### config.mk
export PLATFORM = sky130hd
export DESIGN_NAME = rtu_gap_rx
export DESIGN_NICKNAME = d
export VERILOG_FILES = /design/src/rtl/rtu_gap_rx.sv
export SDC_FILE = /design/constraint.sdc
export NUM_CORES = 1
export LEC_CHECK = 0
export BUFFER_PORTS_ARGS = -buffer_cell sky130_fd_sc_hd__buf_4
export CORE_MARGIN = 4
export CORE_UTILIZATION = 50
export DETAILED_ROUTE_END_ITERATION = 10
export HOLD_SLACK_MARGIN = 0.02
export PLACE_DENSITY = 0.76
export SKIP_CTS_REPAIR_TIMING = 1
export SLEW_MARGIN = 20
export SYNTH_ARGS = -nofsm -noshare
export SYNTH_HDL_FRONTEND = slang
export SYNTH_SLANG_ARGS = --single-unit
export TNS_END_PERCENT = 5
### constraint.sdc
create_clock -name clk -period 1.9 [get_ports clk]
set_input_delay 0.475 -clock clk [delete_from_list [all_inputs] [get_ports clk]]
set_output_delay 0.475 -clock clk [all_outputs]
set_load 0.01 [all_outputs]
### src/rtl/rtu_gap_rx.sv
module rtu_gap_rx #(
  parameter int END_TICKS = 17,
  parameter int GAP_TICKS = 39,
  parameter int MAX_LEN   = 256,
  parameter int ADDR_MIN  = 1,
  parameter int ADDR_MAX  = 16,
  localparam int IW = $clog2(GAP_TICKS + 1),
  localparam int LW = $clog2(MAX_LEN + 1)
) (
  input  logic          clk,
  input  logic          rst_n,
  input  logic          tick,
  input  logic          rx_valid,
  input  logic [7:0]    rx_data,
  input  logic          rx_perr,
  input  logic [7:0]    cfg_addr,
  input  logic          crc_ok,
  output logic          frm_start,
  output logic          byte_valid,
  output logic [7:0]    byte_data,
  output logic          frm_end,
  output logic          frm_good,
  output logic [LW-1:0] frm_len,
  output logic          runt_err,
  output logic          gap_err
);

  logic [IW-1:0] idle;
  logic          in_frame, acc, bad;

  wire addr_ok   = (cfg_addr >= 8'(ADDR_MIN)) && (cfg_addr <= 8'(ADDR_MAX));
  wire hit       = addr_ok && (rx_data == cfg_addr);
  wire short_gap = idle < IW'(GAP_TICKS);
  wire len_full  = frm_len == LW'(MAX_LEN);
  wire close_now = in_frame && !rx_valid && tick && (idle == IW'(END_TICKS - 1));

  always_ff @(posedge clk) begin
    if (!rst_n) begin
      idle       <= IW'(GAP_TICKS);
      in_frame   <= 1'b0;
      acc        <= 1'b0;
      bad        <= 1'b0;
      frm_len    <= '0;
      byte_data  <= '0;
      frm_start  <= 1'b0;
      byte_valid <= 1'b0;
      frm_end    <= 1'b0;
      frm_good   <= 1'b0;
      runt_err   <= 1'b0;
      gap_err    <= 1'b0;
    end else begin
      frm_start  <= 1'b0;
      byte_valid <= 1'b0;
      frm_end    <= 1'b0;
      frm_good   <= 1'b0;
      runt_err   <= 1'b0;
      gap_err    <= 1'b0;

      if (rx_valid)
        idle <= '0;
      else if (tick && idle != IW'(GAP_TICKS))
        idle <= idle + 1'b1;

      if (rx_valid) begin
        byte_data <= rx_data;
        if (!in_frame) begin
          in_frame   <= 1'b1;
          acc        <= hit;
          bad        <= rx_perr | short_gap;
          frm_len    <= LW'(1);
          frm_start  <= hit;
          byte_valid <= hit;
          gap_err    <= short_gap;
        end else if (len_full) begin
          bad <= 1'b1;
        end else begin
          frm_len    <= frm_len + 1'b1;
          byte_valid <= acc;
          bad        <= bad | rx_perr;
        end
      end else if (close_now) begin
        in_frame <= 1'b0;
        frm_end  <= acc;
        frm_good <= acc && crc_ok && !bad && (frm_len >= LW'(4));
        runt_err <= acc && (frm_len < LW'(4));
      end
    end
  end

endmodule

==> summary.txt <==
Status
  – Status: finished clean

Finish
  – Layout Nets: 230
  – Final cell count without fillers: about 240
  – Design Area, Final: about 0.0019 sq mm
  – Final Core Density: 0.6766
  – Layout cells sized above 1: 0.2829
  – ANT cells: 0
  – Most common cell after layout, fill and taps aside: buf_4
  – Most frequent cells in the layout: buf_4, dfxtp_1, nor2_1
  – Synth-to-Final Area Change: 27.48%

Clocking
  – CTS Buffer Depth: 2
  – Clock Root Buffer: clkbuf_4
  – Worst-skew pair later-pin latency: ~0.33 ns
  – CTS tree: built
  – Sink Count: 32
  – Clock transition at path regs: roughly 0.1 ns
  – Total CTS buffers: 5
  – H-Tree Level Count: 2

Drt
  – Routed vias: roughly 1,300
  – Final WL: ~3300 microns
  – Vias per cell: 5.479
  – DRC viols: 0
  – DRT Pass-1 Iters: 4
  – Final ANT Viol Nets: 0
  – Per-cell routed wire length: around 14 microns
  – Initial DRC Count: around 110

Worst setup path
  – CP Class: flop to flop
  – RR Endpoint: frm_good$_SDFF_PP0_
  – CP max stage delay: about 0.42 ns
  – Crit-path max FO: 3
  – CP Buf/Inv Count: 1
  – CP Depth: 6
  – Nature of the critical path endpoint: flop
  – Reg-to-reg slack, setup: 0.18 ns
  – Worst setup endpoint: frm_good$_SDFF_PP0_
  – Crit path launch: idle[0]$_SDFFE_PN1P_
  – R2R depth: 6
  – CP Cell Sequence: inv_1, ha_1, nor4b_1, nand3_1, or3_4, nor4b_2
  – Arr. time, crit path: ~2.0 ns
  – FF-to-FF Start: idle[0]$_SDFFE_PN1P_
  – WP data required: approximately 2.2 ns
  – CP Launch Type: flop
  – Crit-path slowest cell: or3_4
  – Delay-heaviest family, CP: simple AND/OR/NAND/NOR gates

Global routing
  – Total track usage: 0.1799
  – First-pass GRT wire length: 5651 microns
  – Grt ovf: 0
  – Vias in the first global route: 1,275
  – Initial antenna violation count: 0
  – Pin count of the biggest net entering global routing: 24

STA
  – Final setup TNS: 0 ns
  – RSZ-0062 raised after global routing: false
  – Max_slew headroom: 0.6284
  – Worst Tran Pin Value: roughly 0.55 ns
  – Final min period: ~1.7 ns
  – Final Setup Violations: 0
  – Fin. max-slew vios: 0
  – Final Cycle Share: 0.9052
  – Fmax: 581.4 MHz
  – Final Skew: ~0.011 ns
  – Hold Fails Final Rpt: 0

Yosys
  – Synthesized area: approximately 0.0015 sq mm
  – Asr flop ratio synth: 0
  – Mapped Avg Cell Area: roughly 9.4 sq um
  – Post-synth top area cell: dfxtp_1
  – Synth top area share: 0.4303
  – Post-Syn Nets: 185
  – Mapped Cells: approximately 160
  – Post-synthesis sequential area ratio: 0.4303
  – Primary FF master, synth: dfxtp_1
  – Synth Warn #: 0
  – Area contributors post-synth: dfxtp_1, mux2i_1, xor2_1, nor2b_1, nor2_1
  – FF+latch count, synth: 32
  – Post-synth EDFFs: 0
  – Count of cell types in the netlist: 41

Die
  – I/O pins: 45
  – DIE WIDTH: between 60 and 70 microns
  – Initial Utilization: 0.5308
  – Chip Height: between 60 and 70 microns
  – Die ar.: a little under 0.004 sq mm
  – Cell row count: 19
  – Core Area: roughly 0.0028 sq mm

Min path
  – Worst hold start: tick
  – Hold Path Class: input pin to flop

Placement
  – Placer Congestion: roughly 0.75
  – Port buffer count: 44
  – Placed Area: approximately 0.0018 sq mm
  – Dpl hpwl: 2510 microns
  – Placed instance count: roughly 230

Job
  – Number of max-cap violations: 0

Power and ir drop
  – LEAKAGE: between 0.0008 and 0.0009 uW
  – Pwr Total: ~1300 uW
  – VDD IR-drop max: 0.4324 mV
  – P per Cell Area: roughly 700 mW/mm^2
-- per-stage QoR --
| step | setup WS, ns | hold slack, ns |
|---|---|---|
| floorplan | 0.2030 | 0.4350 |
| global placement | 0.05937 | 0.4572 |
| detailed placement | 0.01947 | 0.4593 |
| CTS | 0.1502 | 0.3750 |
| global route | 0.09026 | 0.3715 |
| finish | 0.1801 | 0.3897 |
-- report_power, final --
part / switching, uW / internal [uW] / leakage (uW)
logic: 92.2 / 98.3 / 0.000551
registers: 26.1 / 697 / 0.000262
clock network: 231 / 176 / 0.0000380
total: 349 / 971 / 0.000851
-- per-layer routing --
metal	routed length [microns]	up-vias	global-route usage
li1	-	650	-
met1	1427	599	0.2058
met2	1610	39	0.3063
met3	172	5	0.05396
met4	59	0	0.08264
met5	0	-	0
-- cell usage after synthesis (2+ instances only) --
master    number
inv_1          8
nand3_1        3
a31o_1         2
dfxtp_1       32
nor3_1         3
o21ai_0        5
clkbuf_1       5
nor2_1        14
nor2b_1        9
xor2_1        10
nor4_1         2
xnor2_1        3
mux2i_1        9
a21oi_1        4
nand2_1       13
nand4_1        7
ha_1           4
and3_1         3
-- worst register-to-register path, stage by stage, from the launching register on --
cell and delay, ns:
dfxtp_1 0.34, inv_1 0.09, ha_1 0.17, nor4b_1 0.26, nand3_1 0.15, or3_4 0.42, nor4b_2 0.23
-- flip-flops by register name, summed over array words and instances (netlist names) --
name,count
gap_err,1
byte_valid,1
idle,6
bad,1
acc,1
frm_len,9
frm_good,1
frm_end,1
in_frame,1
runt_err,1
byte_data,8
frm_start,1
-- cell families (layout without fill, tap and decap cells) --
| logic type | Yosys count | in the layout | synth area share |
|---|---|---|---|
| DFF | 32 | 32 | 0.4302 |
| AOI/OAI and AO/OA | 24 | 24 | 0.1328 |
| xor gates and xnor gates | 13 | 13 | 0.07647 |
| muxes | 9 | 9 | 0.06051 |
| and+or+nand+nor | 62 | 62 | 0.2269 |
| adders and majority gates | 4 | 4 | 0.03361 |
| buffers and inverters | 15 | 61 | 0.03949 |
-- layout make-up --
| cell class | instances | area (sq um) |
|---|---|---|
| multi-input cells | 112 | 789.5 |
| repair buffers | 45 | 337.8 |
| well taps | 31 | 38.79 |
| inverters | 8 | 30.03 |
| fillers | 249 | 907.1 |
| clock buffers | 6 | 51.30 |
| clock inverters | 2 | 10.01 |
| flip-flops and latches | 32 | 640.6 |
-- how the worst min path moves through the flow --
| stage | to | slack, ns | cells after the start |
|---|---|---|---|
| 2_1_floorplan | frm_good$_SDFF_PP0_ | 0.44 | 1 |
| 3_3_place_gp | frm_good$_SDFF_PP0_ | 0.46 | 1 |
| 3_5_place_dp | frm_good$_SDFF_PP0_ | 0.46 | 1 |
| 4_1_cts | idle[3]$_SDFFE_PP0N_ | 0.38 | 2 |
| 5_1_grt | idle[3]$_SDFFE_PP0N_ | 0.37 | 2 |
| 6_report | idle[3]$_SDFFE_PP0N_ | 0.39 | 2 |
Note: power is estimated with default switching activity, not from simulation.
